[src/rtl/hra_pkg.sv]
package hra_pkg;
  typedef enum logic [1:0] {
    ACC_NONE = 2'd0,
    ACC_RD   = 2'd1,
    ACC_WR   = 2'd2
  } acc_kind_e;
endpackage

[src/rtl/hra_col_ctr.sv]
module hra_col_ctr #(
  parameter int COL_W    = 7,
  parameter int LAST_COL = 79
) (
  input  logic             clk,
  input  logic             rst,
  input  logic             set_stb,
  input  logic [COL_W-1:0] set_val,
  input  logic             acc,
  output logic [COL_W-1:0] col,
  output logic             locked
);
  localparam logic [COL_W-1:0] LAST_C = COL_W'(LAST_COL);

  always_ff @(posedge clk) begin
    if (rst) begin
      col    <= '0;
      locked <= 1'b0;
    end else if (set_stb) begin
      col    <= set_val;
      locked <= (set_val > LAST_C);
    end else if (acc && !locked) begin
      col <= col + 1'b1;
      if (col == LAST_C) locked <= 1'b1;
    end
  end

  // a locked counter holds its value until a new column is set
  a_r2_lock_hold: assert property (@(posedge clk) disable iff (rst)
    (locked && !set_stb) |=> ($stable(col) && locked));

  // a column set loads the value and decides the lock from it
  a_r3_set_loads: assert property (@(posedge clk) disable iff (rst)
    set_stb |=> (col == $past(set_val) && locked == ($past(set_val) > LAST_C)));

  // an access on an unlocked counter advances it by one
  a_r1_increment: assert property (@(posedge clk) disable iff (rst)
    (acc && !locked && !set_stb) |=> (col == COL_W'($past(col) + 1'b1)));
endmodule

[src/rtl/hra_page_reg.sv]
module hra_page_reg #(
  parameter int PAGE_W = 4
) (
  input  logic              clk,
  input  logic              rst,
  input  logic              set_stb,
  input  logic [PAGE_W-1:0] set_val,
  output logic [PAGE_W-1:0] page
);
  always_ff @(posedge clk) begin
    if (rst)          page <= '0;
    else if (set_stb) page <= set_val;
  end

  // nothing but the set strobe moves the page
  a_r4_page_stable: assert property (@(posedge clk) disable iff (rst)
    !set_stb |=> $stable(page));
endmodule

[src/rtl/hra_map.sv]
module hra_map
  import hra_pkg::*;
#(
  parameter int COL_W       = 7,
  parameter int PAGE_W      = 4,
  parameter int DATA_W      = 8,
  parameter int LAST_COL    = 79,
  parameter int IND_PAGE    = 4,
  parameter bit REV_SUPPORT = 1'b1
) (
  input  logic              clk,
  input  logic              rst,
  input  acc_kind_e         kind,
  input  logic [COL_W-1:0]  col,
  input  logic              locked,
  input  logic [PAGE_W-1:0] page,
  input  logic              reverse,
  output logic              mem_en,
  output logic              mem_we,
  output logic [PAGE_W-1:0] mem_page,
  output logic [COL_W-1:0]  mem_col,
  output logic [DATA_W-1:0] mem_mask
);
  localparam logic [COL_W-1:0]  LAST_C = COL_W'(LAST_COL);
  localparam logic [PAGE_W-1:0] IND_P  = PAGE_W'(IND_PAGE);
  localparam logic [DATA_W-1:0] M_IND  = DATA_W'(1);
  localparam logic [DATA_W-1:0] M_FULL = '1;

  logic             addr_ok;
  logic [COL_W-1:0] phys_col;

  assign addr_ok = !locked && (col <= LAST_C) && (page <= IND_P);

  generate
    if (REV_SUPPORT) begin : g_rev
      assign phys_col = reverse ? (LAST_C - col) : col;
    end else begin : g_fwd
      logic unused_rev;
      assign unused_rev = reverse;
      assign phys_col   = col;
    end
  endgenerate

  always_ff @(posedge clk) begin
    if (rst) begin
      mem_en   <= 1'b0;
      mem_we   <= 1'b0;
      mem_page <= '0;
      mem_col  <= '0;
      mem_mask <= '0;
    end else begin
      mem_en <= (kind != ACC_NONE) && addr_ok;
      mem_we <= (kind == ACC_WR) && addr_ok;
      if ((kind != ACC_NONE) && addr_ok) begin
        mem_page <= page;
        mem_col  <= phys_col;
        mem_mask <= (page == IND_P) ? M_IND : M_FULL;
      end
    end
  end

  // a write is always a request
  a_r8_we_implies_en: assert property (@(posedge clk) disable iff (rst)
    mem_we |-> mem_en);

  // mask takes one of the two legal forms and follows the page
  a_r6_mask_form: assert property (@(posedge clk) disable iff (rst)
    mem_en |-> ((mem_page == IND_P) ? (mem_mask == M_IND) : (mem_mask == M_FULL)));

  // requests only leave with legal addresses
  a_r7_legal_addr: assert property (@(posedge clk) disable iff (rst)
    mem_en |-> (mem_col <= LAST_C && mem_page <= IND_P));

  // a locked counter never produces a request
  a_r2_no_req_locked: assert property (@(posedge clk) disable iff (rst)
    locked |=> !mem_en);
endmodule

[src/rtl/hra_top.sv]
module hra_top
  import hra_pkg::*;
#(
  parameter int COL_W    = 7,
  parameter int PAGE_W   = 4,
  parameter int DATA_W   = 8,
  parameter int LAST_COL = 79,
  parameter int IND_PAGE = 4
) (
  input  logic              clk,
  input  logic              rst,
  input  logic              set_page_stb,
  input  logic [PAGE_W-1:0] page_val,
  input  logic              set_col_stb,
  input  logic [COL_W-1:0]  col_val,
  input  logic              rd_stb,
  input  logic              wr_stb,
  input  logic              seg_reverse,
  output logic              mem_en,
  output logic              mem_we,
  output logic [PAGE_W-1:0] mem_page,
  output logic [COL_W-1:0]  mem_col,
  output logic [DATA_W-1:0] mem_mask
);
  acc_kind_e         kind;
  logic [COL_W-1:0]  col;
  logic              locked;
  logic [PAGE_W-1:0] page;

  always_comb begin
    if (wr_stb)      kind = ACC_WR;
    else if (rd_stb) kind = ACC_RD;
    else             kind = ACC_NONE;
  end

  hra_col_ctr #(.COL_W(COL_W), .LAST_COL(LAST_COL)) u_col (
    .clk(clk), .rst(rst), .set_stb(set_col_stb), .set_val(col_val),
    .acc(kind != ACC_NONE), .col(col), .locked(locked)
  );

  hra_page_reg #(.PAGE_W(PAGE_W)) u_page (
    .clk(clk), .rst(rst), .set_stb(set_page_stb), .set_val(page_val),
    .page(page)
  );

  hra_map #(
    .COL_W(COL_W), .PAGE_W(PAGE_W), .DATA_W(DATA_W),
    .LAST_COL(LAST_COL), .IND_PAGE(IND_PAGE), .REV_SUPPORT(1'b1)
  ) u_map (
    .clk(clk), .rst(rst), .kind(kind), .col(col), .locked(locked),
    .page(page), .reverse(seg_reverse),
    .mem_en(mem_en), .mem_we(mem_we), .mem_page(mem_page),
    .mem_col(mem_col), .mem_mask(mem_mask)
  );
endmodule

[config.mk]
export PLATFORM = sky130hd
export DESIGN_NAME = hra_top
export DESIGN_NICKNAME = d
export VERILOG_FILES = /design/src/rtl/hra_pkg.sv /design/src/rtl/hra_col_ctr.sv /design/src/rtl/hra_page_reg.sv /design/src/rtl/hra_map.sv /design/src/rtl/hra_top.sv
export SDC_FILE = /design/constraint.sdc
export NUM_CORES = 1
export LEC_CHECK = 0
export ABC_AREA = 1
export BUFFER_PORTS_ARGS = -buffer_cell sky130_fd_sc_hd__buf_2
export CORE_ASPECT_RATIO = 0.7
export CORE_MARGIN = 3
export CORE_UTILIZATION = 50
export DETAILED_ROUTE_END_ITERATION = 10
export GPL_TIMING_DRIVEN = 0
export PLACE_DENSITY_LB_ADDON = 0.08
export RECOVER_POWER = 50
export SLEW_MARGIN = 20
export SYNTH_ARGS = -nofsm -noshare
export SYNTH_HDL_FRONTEND = slang
export SYNTH_SLANG_ARGS = --single-unit
[constraint.sdc]
create_clock -name clk -period 2.6 [get_ports clk]
set_input_delay 0.39 -clock clk [delete_from_list [all_inputs] [get_ports clk]]
set_output_delay 0.39 -clock clk [all_outputs]
set_load 0.01 [all_outputs]
Word level (Yosys, flattened, before mapping)
Cells that the tools add are included.
Operators by class
  $add $sub $neg: 2
  order comparisons: 3
  equal/unequal tests: 3
  mux-type cells: 9
  reduce and logical (&&, ||, !) cells: 10
Operator list (count)
  $mux 7: 3
  $mux 8: 1
  $add 7x1->7 const B: 1
  $eq 7x7->1 const B: 1
  $gt 7x7->1 const B: 1
  $le 7x7->1 const B: 1
  $sub 7x7->7 const A: 1
  $reduce_bool 2->1: 3
  $logic_and 1x1->1: 5
  $eq 4x3->1 const B: 1
  $le 4x3->1 const B: 1
  $mux 1: 4
  $eq 2x2->1 const B: 1
  $mux 2: 1
  $reduce_and 2->1: 1
  $logic_not 1->1: 1
Word-level totals
  flip-flop bits (word level): 33
  logic and storage cells: 35

Longest topological paths before layout
Gate-level depths: netlist of the first run.
  depth in word-level cells: 6
  gate-level depth with buffers: 11
  mapped depth without buffers: 10

Modules after synthesis
From an unflattened synthesis of the first run, not the netlist that was laid out.
Second synthesis, totals
  cells, all modules: 238
  area total of the unflattened synthesis: 1549.0 sq um
By module, submodules not included
  hra_map: times used 1, cells an instance 133, area an instance 877.1 sq um
  hra_col_ctr: times used 1, cells an instance 75, area an instance 484.2 sq um
  hra_page_reg: times used 1, cells an instance 26, area an instance 172.7 sq um
  hra_top: times used 1, cells an instance 4, area an instance 15.0 sq um

Worst setup path before layout of the first run
No wires, ideal clock.
  path type: register -> register
  from: register u_col.col[4]
  to: register u_map.mem_col[4]
  setup time: 132 ps
  arrival time: 1279 ps
  required time: 2468 ps
  slack: 1189 ps
  stages on the path, launching flop included: 11
  path buffers: 1
  clock period less this slack: 1411 ps
  cells stage by stage: dfxtp_1 -> inv_1 -> ha_1 -> inv_1 -> nor2_2 -> nand2_2 -> nand2_4 -> nand3_4 -> buf_6 -> nand2_1 -> a21oi_1
On the way
  word-level cells in the longest chain between the ends: 4
RTL lines
  from (decl): RTL line hra_col_ctr.sv:10  | output logic [COL_W-1:0] col,
  from (signal assigned): RTL line hra_col_ctr.sv:20  | col <= set_val;
  from (signal assigned): RTL line hra_col_ctr.sv:23  | col <= col + 1'b1;
  $le 7x7->1: RTL line hra_map.sv:32  | assign addr_ok = !locked && (col <= LAST_C) && (page <= IND_P);
  $logic_and 1x1->1 (2 in series): RTL line hra_map.sv:32
  $logic_and 1x1->1: RTL line hra_map.sv:54  | if ((kind != ACC_NONE) && addr_ok) begin
  to (signal assigned): RTL line hra_map.sv:56  | mem_col <= phys_col;
  to (decl): RTL line hra_map.sv:21  | output logic [COL_W-1:0] mem_col,
Parallel ways exist; a longest one is shown, timed or not.
A chain may end at the register's enable or synchronous reset.

Worst setup path in the final report of the first run
  from: register u_col.col[4]
  to: register u_map.mem_page[2]
On the way
  word-level cells in the longest chain between the ends: 4
RTL lines
  $le 7x7->1: RTL line hra_map.sv:32
  $logic_and 1x1->1 (2 in series): RTL line hra_map.sv:32
  $logic_and 1x1->1: RTL line hra_map.sv:54
  to (signal assigned): RTL line hra_map.sv:55  | mem_page <= page;
  to (decl): RTL line hra_map.sv:20  | output logic [PAGE_W-1:0] mem_page,
No other way between the ends.

==> impl_results.md, run 1 <==
- Unrepaired setup endpoints after global routing: false
- Cells after DPL: 261
- Syn nets: 212
- GR met1 Demand/Resource: 22.3%
- Critical path class: flop to flop
- Leakage power: 0.776 nW
- CTS max path bufs: 2
- Post-DP HPWL: 2410 um
- Critical path arrival: 1.79 ns
- Fin cells: 265
- Grt met3 use: 4.80%
- Via density: 4.88
- CTS root buf: clkbuf_8
- Row Count: 15
- Commonest cells after routing, fill and taps aside: nand2_1, dfxtp_1, inv_1, clkbuf_1
- Hold_buf cts: 0
- Core area: 2590 um^2
- Worst reg2reg path depth: 10
- Cts bufs inserted: 3
- Skew final: 0.00603 ns
- Post-synthesis sequential area ratio: 37.8%
- Initial Util: 55.2%
- Largest net degree at the start of global routing: 15
- First-pass GRT wire length: 5060 um
- Initial antenna violation count: 0
- Antenna-violating nets left: 0
- Area grow syn2layout: 17.0%
- Final setup TNS: 0 ns
- Worst Setup EP: u_map.mem_page[2]
- Grt total ovfl: 0
- Final slew viol count: 0
- Worst-path fanout max: 10
- # setup viols final: 0
- Outcome: finished, final reports clean
- Reg area: 541 um^2
- Least-Margin Pin Slew: 0.474 ns
- Avg Inst Size Synth: 7.48 um^2
- Total clock sinks: 27
- PortBufs: 36
- Tmin final: 1.64 ns
- Multi-input logic area: 693 um^2
- Hold Crit Depth: 3
- Period utilisation layout: 63.2%
- Ant. Diodes: 0
- VDD IR-drop max: 289 uV
- Fmax: 608 MHz
- Initial DRC count: 55
- DRT Pass-1 Iters: 4
- Synth area leaders: dfxtp_1, nand2_1, inv_1
- Clock Latency Late Sink: 0.27 ns
- Type of the worst min-delay path: input pin to flop
- RR Endpoint: u_map.mem_page[2]
- Worst R2R Start: u_col.col[4]
- WP data required: 2.74 ns
- Die Area: 3550 um^2
- Die width: 69.9 um
- Met2 Resource Use GR: 31.0%
- Max transition margin: 68.4%
- Number of global-route vias before repair: 1132
- # DRC: 0
- Ys Warns: 0
- R2R Setup Slk: 0.96 ns
- Routability Congestion: 0.850
- H-tree Lvls: 1
- CP Capture Type: flop
- Die height: 50.7 um
- CP Launch Point: u_col.col[4]
- Synth area leader: dfxtp_1
- Total GRT Usage: 18.2%
- Wire per inst: 11.9 um
- Yosys top cell area share: 37.8%
- I/O pins: 39
- Mapped cell area: 1430 um^2
- Share of cells above drive strength 1: 21.2%
- Flops & latches, synth: 27
- Detailed-route via count: 1292
- CTS tree: built
- Synth Instances: 191
- Crit path launch type: flop
- Number of fill cells: 262
- Layer with the highest usage: met2
- DRT Wirelength: 3140 um
- Post-CTS Setup Inserts: 0
- Max-cap viol count: 0
- Pwr dens: 564 nW/um^2
- Final Hold Vio Count: 0
- # nets final: 253
- Cell variety after synth: 29
- Commonest non-fill, non-tap cell in the layout: nand2_1
- CTS resizes: 0
- Clk slew on worst S/H paths: 0.09 ns
## flip-flops by register name, summed over array words and instances (netlist names)
register        flops
u_col.col           7
u_page.page         4
u_col.locked        1
u_map.mem_mask      2
u_map.mem_en        1
u_map.mem_page      4
u_map.mem_col       7
u_map.mem_we        1
## power breakdown
part | internal, W | total [W] | switching [W]
sequential | 0.000448 | 0.000473 | 0.0000246
clock | 0.000110 | 0.000237 | 0.000127
combinational | 0.000100 | 0.000234 | 0.000133
total | 0.000659 | 0.000943 | 0.000285
## how the worst min path moves through the flow
stage / start / to / slack, ns
after floorplan: u_page.page[2] / u_page.page[2] / 0.45
after global placement: u_map.mem_page[3] / u_map.mem_page[3] / 0.44
after detailed placement: u_map.mem_page[3] / u_map.mem_page[3] / 0.45
after CTS: page_val[1] / u_page.page[1] / 0.33
after global routing: page_val[1] / u_page.page[1] / 0.34
final: page_val[1] / u_page.page[1] / 0.33
## per-stage QoR
step	instance area [um^2]	setup slack [ns]	util [%]	power, W	hold slack [ns]
finish	1670	0.956	64.5	0.000943	0.329
global route	1670	0.792	64.5	0.00101	0.345
CTS	1700	0.966	65.5	0.000959	0.332
detailed placement	1650	0.980	63.8	0.000722	0.446
global placement	1650	1.05	63.8	0.000713	0.435
floorplan	1430	1.19	-	0.000648	0.448
## cell families (layout without fill, tap and decap cells)
family                     Yosys count  in the layout  synth area share [%]
and+or+nand+nor                     83             83                  29.9
buffers and inverters               40             80                  13.5
AOI/OAI and AO/OA                   30             30                  11.3
DFF                                 27             27                  37.8
xor gates and xnor gates             8              8                  4.90
adders and majority gates            3              3                  2.63
## synth_stat cells
cell	count
dfxtp_1	27
xor2_1	3
ha_1	3
nand2_4	2
buf_6	2
nor2_8	1
a22oi_1	1
a21oi_2	1
inv_2	3
nor2_4	1
buf_2	1
or2_4	1
nand2_2	5
buf_4	7
nor2_1	19
a21oi_1	12
a31oi_1	2
nand2_1	32
nand4_1	7
xnor2_1	5
o21ai_1	1
o21bai_1	1
clkbuf_1	3
inv_1	24
nand3_1	6
nor2b_1	4
nand3_4	1
o21ai_0	12
nor2_2	4
## area by class of cell
class | instances | area share (%)
multi-input cells | 124 | 41.5
flip-flops and latches | 27 | 32.3
repair buffers | 36 | 9.51
inverters | 27 | 6.06
plain buffers | 13 | 5.39
clock buffers | 4 | 2.69
well taps | 34 | 2.54
## per-layer routing
metal,vias up,routed length [um]
met5,-,0
met4,0,40
met3,4,256
met2,45,1350
met1,571,1500
li1,672,-
## worst max-delay path: stages, from the launching register on
cell and delay (ns):
dfxtp_1 0.36, inv_1 0.16, ha_1 0.20, inv_1 0.05, nor2_2 0.11, nand2_2 0.08, nand2_4 0.11, nand3_4 0.14
buf_6 0.18, nand2_1 0.05, a21oi_1 0.05
Note: power is estimated with default switching activity, not from simulation.
==> run 2: changes to the inputs <==
--- a/config.mk
+++ b/config.mk
@@ -5,11 +5,11 @@
 export SDC_FILE = /design/constraint.sdc
 export NUM_CORES = 1
 export LEC_CHECK = 0
-export ABC_AREA = 1
+export ABC_AREA = 0
 export BUFFER_PORTS_ARGS = -buffer_cell sky130_fd_sc_hd__buf_2
 export CORE_ASPECT_RATIO = 0.7
 export CORE_MARGIN = 3
-export CORE_UTILIZATION = 50
+export CORE_UTILIZATION = 46
 export DETAILED_ROUTE_END_ITERATION = 10
 export GPL_TIMING_DRIVEN = 0
 export PLACE_DENSITY_LB_ADDON = 0.08
==> constraint.sdc (replaced) <==
create_clock -name clk -period 1.45 [get_ports clk]
set_input_delay 0.2175 -clock clk [delete_from_list [all_inputs] [get_ports clk]]
set_output_delay 0.2175 -clock clk [all_outputs]
set_load 0.01 [all_outputs]
==> run 2 against run 1 <==
The flow now finishes with violations (setup timing). Sequential power is 81% higher. Hold slack worse by 0.15 ns. Synthesized area is 0.96% lower. Non-clock buffer count is 8 higher. First-iteration DRC count is 25% higher. Register-to-register slack worse by 1.1 ns. Largest power group unchanged. Sequential share of layout area is 2.4 points lower. Wire length is 8.1% higher.
==> impl_results.md, run 2 <==
- Outcome: finished, violations left
- Failing checks: setup timing
- Total GRT Usage: 18.7%
- Pwr dens: 947 nW/um^2
- CP Capture Type: flop
- Ant. Diodes: 0
- Synth Instances: 147
- Core area: 2860 um^2
- Synth cell count leaders: dfxtp_1, mux2i_1, clkbuf_1, o21ai_1, xnor2_1
- R2R Setup Slk: -0.14 ns
- Leakage power: 0.800 nW
- Cts bufs inserted: 3
- Yosys top cell area share: 38.2%
- Die height: 52.4 um
- Fmax: 629 MHz
- Detailed-route via count: 1193
- CTS root buf: clkbuf_8
- Beginning of the worst hold path: col_val[1]
- Final slew viol count: 0
- Critical path class: flop to flop
- Cells after DPL: 217
- Worst reg2reg path depth: 7
- Hold Path End: u_col.col[1]
- Worst R2R Start: u_col.col[5]
- Hold Crit Depth: 3
- Period utilisation layout: 110%
- Max transition margin: 44.6%
- Final Hold Vio Count: 0
- Routability Congestion: 0.794
- I/O pins: 39
- Type of the worst min-delay path: input pin to flop
- Unrepaired setup endpoints after global routing: true
- Clock group share of total power: 24.7%
- Clock Latency Late Sink: 0.27 ns
- Number of global-route vias before repair: 1121
- Worst hold slack: 0.182 ns
- CTS max path bufs: 2
- DRT Pass-1 Iters: 4
- Tmin final: 1.59 ns
- Core Util, Final: 64.0%
- Mapped cell area: 1420 um^2
- Seq pwr share: 49.2%
- Commonest cells after routing, fill and taps aside: dfxtp_1, clkbuf_1, buf_2, buf_4, mux2i_1
- Clk slew on worst S/H paths: 0.09 ns
- Flops & latches, synth: 27
- Critical path arrival: 1.73 ns
- Synth area leader: dfxtp_1
- H-tree Lvls: 1
- Sw frac: 30.2%
- First-pass GRT wire length: 5410 um
- Top_reg_cell synth: dfxtp_1
- Least-Margin Pin Slew: 0.831 ns
- Via density: 5.21
- # setup viols final: 14
- RR Endpoint: u_map.mem_col[6]
- Post-synthesis sequential area ratio: 38.2%
- Ys Warns: 0
- Max-cap viol count: 0
- Total clock sinks: 27
- Row Count: 16
- Most common cell in the synthesized netlist: dfxtp_1
- Gate power share: 26.1%
- Top flop regs: u_col.col x7, u_map.mem_col x7
- Wire per inst: 14.8 um
- Number of enable flip-flop cells after synthesis: 0
- Crit path launch type: flop
- Int Pwr: 0.00121 W
- Number of fill cells: 234
- Sw Pwr: 0.000524 W
- Initial Util: 49.4%
- Area grow syn2layout: 29.5%
- Async S/R FF share, synth: 0%
- Die width: 72.3 um
- Avg Inst Size Synth: 9.63 um^2
- Largest net degree at the start of global routing: 15
- Share of cells above drive strength 1: 33.2%
- PortBufs: 34
- Commonest non-fill, non-tap cell in the layout: dfxtp_1
- Synth area leaders: dfxtp_1, o41ai_2, mux2i_1
- # DRC: 0
- Cell variety after synth: 31
- VDD IR-drop max: 441 uV
- Syn nets: 168
- Post-DP HPWL: 2320 um
- Fin cells: 229
- CTS tree: built
- Skew final: 0.00441 ns
- Die Area: 3790 um^2
- DRT Wirelength: 3400 um
- WP data required: 1.59 ns
- Antenna-violating nets left: 0
- # nets final: 215
- Initial DRC count: 69
- Grt total ovfl: 0
- Worst-path fanout max: 6
- Initial antenna violation count: 0
- Worst Setup Slack, final: -0.140 ns
## run 2: metal layers
| layer | wire (um) | vias up | part of all wire [%] | GRT usage [%] |
|---|---|---|---|---|
| met3 | 205 | 2 | 6.0 | 4.98 |
| met2 | 1510 | 32 | 45 | 29.6 |
| met1 | 1650 | 557 | 49 | 24.9 |
| li1 | - | 602 | - | - |
| met5 | 0 | - | 0 | 0 |
| met4 | 25 | 0 | 0.74 | 5.63 |
## run 2: cell type report
type	count	area (um^2)	area share [%]
inverter	7	31.3	1.71
timing repair buffer	42	216	11.8
clock buffer	4	45.0	2.46
sequential	27	549	30.0
buffer	15	78.8	4.30
tap	36	45.0	2.46
multi-input combinational	98	867	47.3
## run 2: per-stage QoR
step	setup TNS (ns)	area, um^2	setup WS (ns)	total power [W]
final	-1.40	1830	-0.140	0.00174
after global routing	-2.79	1830	-0.243	0.00182
after CTS	-0.693	1780	-0.140	0.00172
after detailed placement	-2.73	1650	-0.230	0.00127
after global placement	-1.83	1650	-0.170	0.00125
after floorplan	-0.237	1430	-0.0297	0.00114
## run 2: worst max-delay path by stage
stage,cells after the start,endpoint,startpoint
2_1_floorplan,6,u_map.mem_col[4],u_col.col[4]
3_3_place_gp,6,u_map.mem_mask[6],u_col.col[5]
3_5_place_dp,6,u_map.mem_col[5],u_col.col[5]
4_1_cts,6,u_map.mem_col[6],u_col.col[4]
5_1_grt,7,u_map.mem_page[0],u_col.col[4]
6_report,7,u_map.mem_col[6],u_col.col[5]
## run 2: kinds of logic after synthesis
logic type / count (synthesis) / synth area share (%)
and+or+nand+nor: 40 / 16.3
DFF: 27 / 38.2
buffers and inverters: 23 / 7.69
adders and majority gates: 3 / 2.65
xor gates and xnor gates: 11 / 6.81
AOI/OAI and AO/OA: 32 / 20.5
muxes: 11 / 7.87
## run 2: power by group through the flow
stage	registers [W]	logic, W	clock network, W
2_1_floorplan	0.000876	0.000262	0
3_3_place_gp	0.000868	0.000383	0
3_5_place_dp	0.000873	0.000392	0
4_1_cts	0.000851	0.000434	0.000438
5_1_grt	0.000862	0.000496	0.000466
6_report	0.000854	0.000453	0.000429
## run 2: critical path, cell delays in order (launching register included)
cell and delay [ns]:
dfxtp_4 0.37, inv_4 0.05, ha_4 0.12, nand4_1 0.15, o221a_4 0.32, buf_4 0.18
o21ai_2 0.17, o41ai_4 0.09
## run 2: repair_timing
action	4_1_cts	5_1_grt
setup endpoints to repair	16	18
buffers inserted	7	1
resized for setup	7	11
gates cloned	1	0
pin swaps	3	6
hold buffers	0	0
==> run 3: changes to the inputs <==
--- a/config.mk
+++ b/config.mk
@@ -5,7 +5,7 @@
 export SDC_FILE = /design/constraint.sdc
 export NUM_CORES = 1
 export LEC_CHECK = 0
-export ABC_AREA = 0
+export ABC_AREA = 1
 export BUFFER_PORTS_ARGS = -buffer_cell sky130_fd_sc_hd__buf_2
 export CORE_ASPECT_RATIO = 0.7
 export CORE_MARGIN = 3
==> run 3 against run 2 <==
Total power is 1.6% higher. Non-clock buffer count decreased by 2. Critical path depth up 4. Critical endpoint unchanged. Largest cell class unchanged. The run now ends clean. Setup slack improved by 0.24 ns.
==> impl_results.md, run 3 (synthesis gave the netlist of run 1 again) <==
- # nets final: 259
- Fmax: 740 MHz
- VDD IR-drop max: 727 uV
- Area grow syn2layout: 25.9%
- Final setup TNS: 0 ns
- Seq pwr share: 48.2%
- Via density: 4.79
- Detailed-route via count: 1307
- Worst-path fanout max: 5
- Int Pwr: 0.00123 W
- Grt total ovfl: 0
- DRT Pass-1 Iters: 4
- Max-cap viol count: 0
- Commonest non-fill, non-tap cell in the layout: nand2_1
- Top flop regs: u_col.col x7, u_map.mem_col x7
- H-tree Lvls: 1
- Wire per inst: 11.8 um
- DRT Wirelength: 3230 um
- Antenna-violating nets left: 0
- Share of cells above drive strength 1: 29.1%
- Row Count: 16
- Die Area: 3820 um^2
- Sw frac: 30.5%
- # DRC: 0
- I/O pins: 39
- Initial Util: 49.6%
- Outcome: finished, final reports clean
- PortBufs: 36
- Critical path arrival: 1.57 ns
- Period utilisation layout: 93.2%
- Leakage power: 0.829 nW
- Core area: 2880 um^2
- Commonest cells after routing, fill and taps aside: nand2_1, dfxtp_1, buf_2, inv_1, nor2_1
- Initial antenna violation count: 0
- CTS root buf: clkbuf_8
- First-pass GRT wire length: 5130 um
- Routability Congestion: 0.815
- Final Hold Vio Count: 0
- Dpl ws: -0.187 ns
- Largest net degree at the start of global routing: 17
- Type of the worst min-delay path: input pin to flop
- CTS max path bufs: 2
- Least-Margin Pin Slew: 0.497 ns
- Power Total: 0.00176 W
- Ant. Diodes: 0
- Worst Setup Slack, final: 0.0988 ns
- Total clock sinks: 27
- Worst hold slack: 0.153 ns
- CTS tree: built
- Tmin final: 1.35 ns
- Clock group share of total power: 24.5%
- Post-DP HPWL: 2440 um
- Final slew viol count: 0
- Max transition margin: 66.9%
- Skew final: 0.00600 ns
- Initial DRC count: 54
- Gate power share: 27.3%
- Core Util, Final: 62.4%
- Unrepaired setup endpoints after global routing: false
- WP data required: 1.67 ns
- CP Capture Type: flop
- Clock Latency Late Sink: 0.27 ns
- Clk slew on worst S/H paths: 0.10 ns
- Sw Pwr: 0.000537 W
- Cts bufs inserted: 3
- # setup viols final: 0
- Die width: 72.6 um
- Number of global-route vias before repair: 1209
- Total GRT Usage: 17.2%
- Critical path class: flop to flop
- Crit path launch type: flop
- Pwr dens: 979 nW/um^2
- Number of fill cells: 264
- Die height: 52.6 um
-- run 3: changes by cell type in the layout (fill, tap and decap cells not counted), moves of 7 or more --
cell and delta:
a21oi_1 +7, inv_1 +16, mux2i_1 -10, nand2_1 +26, nor2_1 +11, o21ai_0 +11
-- run 3: cell type report --
| cell class | instances | area (um^2) | share of cell area [%] |
|---|---|---|---|
| tap | 36 | 45.0 | 2.50 |
| clock buffer | 3 | 41.3 | 2.29 |
| inverter | 27 | 104 | 5.77 |
| sequential | 27 | 551 | 30.6 |
| multi-input combinational | 124 | 716 | 39.8 |
| buffer | 13 | 98.8 | 5.49 |
| clock inverter | 1 | 7.51 | 0.417 |
| timing repair buffer | 42 | 236 | 13.1 |
-- run 3: final timing paths --
path,start,endpoint,slack (ns),cells after the start
worst max-delay path,u_col.col[5],u_map.mem_col[6],0.1,11
worst min-delay path,rst,u_col.col[0],0.15,2
worst max register to register,u_col.col[5],u_map.mem_col[6],0.1,11
worst min register to register,u_map.mem_mask[0],u_map.mem_mask[0],0.46,2
-- run 3: layer usage --
layer / vias to the layer above / wire [um] / global-route usage [%]
met5: - / 0 / 0
met4: 0 / 0 / 3.37
met3: 0 / 168 / 4.98
met2: 27 / 1480 / 28.6
met1: 593 / 1570 / 22.3
li1: 687 / - / -
-- run 3: power by group through the flow --
stage          Clock [W]  Sequential (W)  Combinational, W
6_report        0.000432        0.000849          0.000481
5_1_grt         0.000485        0.000857          0.000534
4_1_cts         0.000446        0.000848          0.000454
3_5_place_dp           0        0.000864          0.000432
3_3_place_gp           0        0.000861          0.000419
2_1_floorplan          0        0.000878          0.000285
-- run 3: through the flow --
stage | cells | instance area [um^2]
floorplan | 191 | 1430
global placement | 263 | 1650
detailed placement | 263 | 1650
CTS | 270 | 1740
global route | 273 | 1800
finish | 273 | 1800
-- run 3: worst max-delay path: stages, from the launching register on --
cell and delay, ns:
dfxtp_4 0.36, inv_4 0.07, ha_4 0.13, inv_2 0.04
nor2_4 0.08, nand2_2 0.07, nand2_4 0.08, nand3_4 0.11
clkbuf_16 0.18, nand2_2 0.05, inv_2 0.03, nor2_2 0.09
-- run 3: repair_timing --
| action | 4_1_cts | 5_1_grt |
|---|---|---|
| gates cloned | 0 | 1 |
| endpoints found under the hold margin | 0 | 0 |
| hold buffers | 0 | 0 |
| setup buffers | 3 | 2 |
| endpoints found under the setup margin | 14 | 15 |
| gates resized for setup | 3 | 13 |
| pin swaps | 1 | 6 |
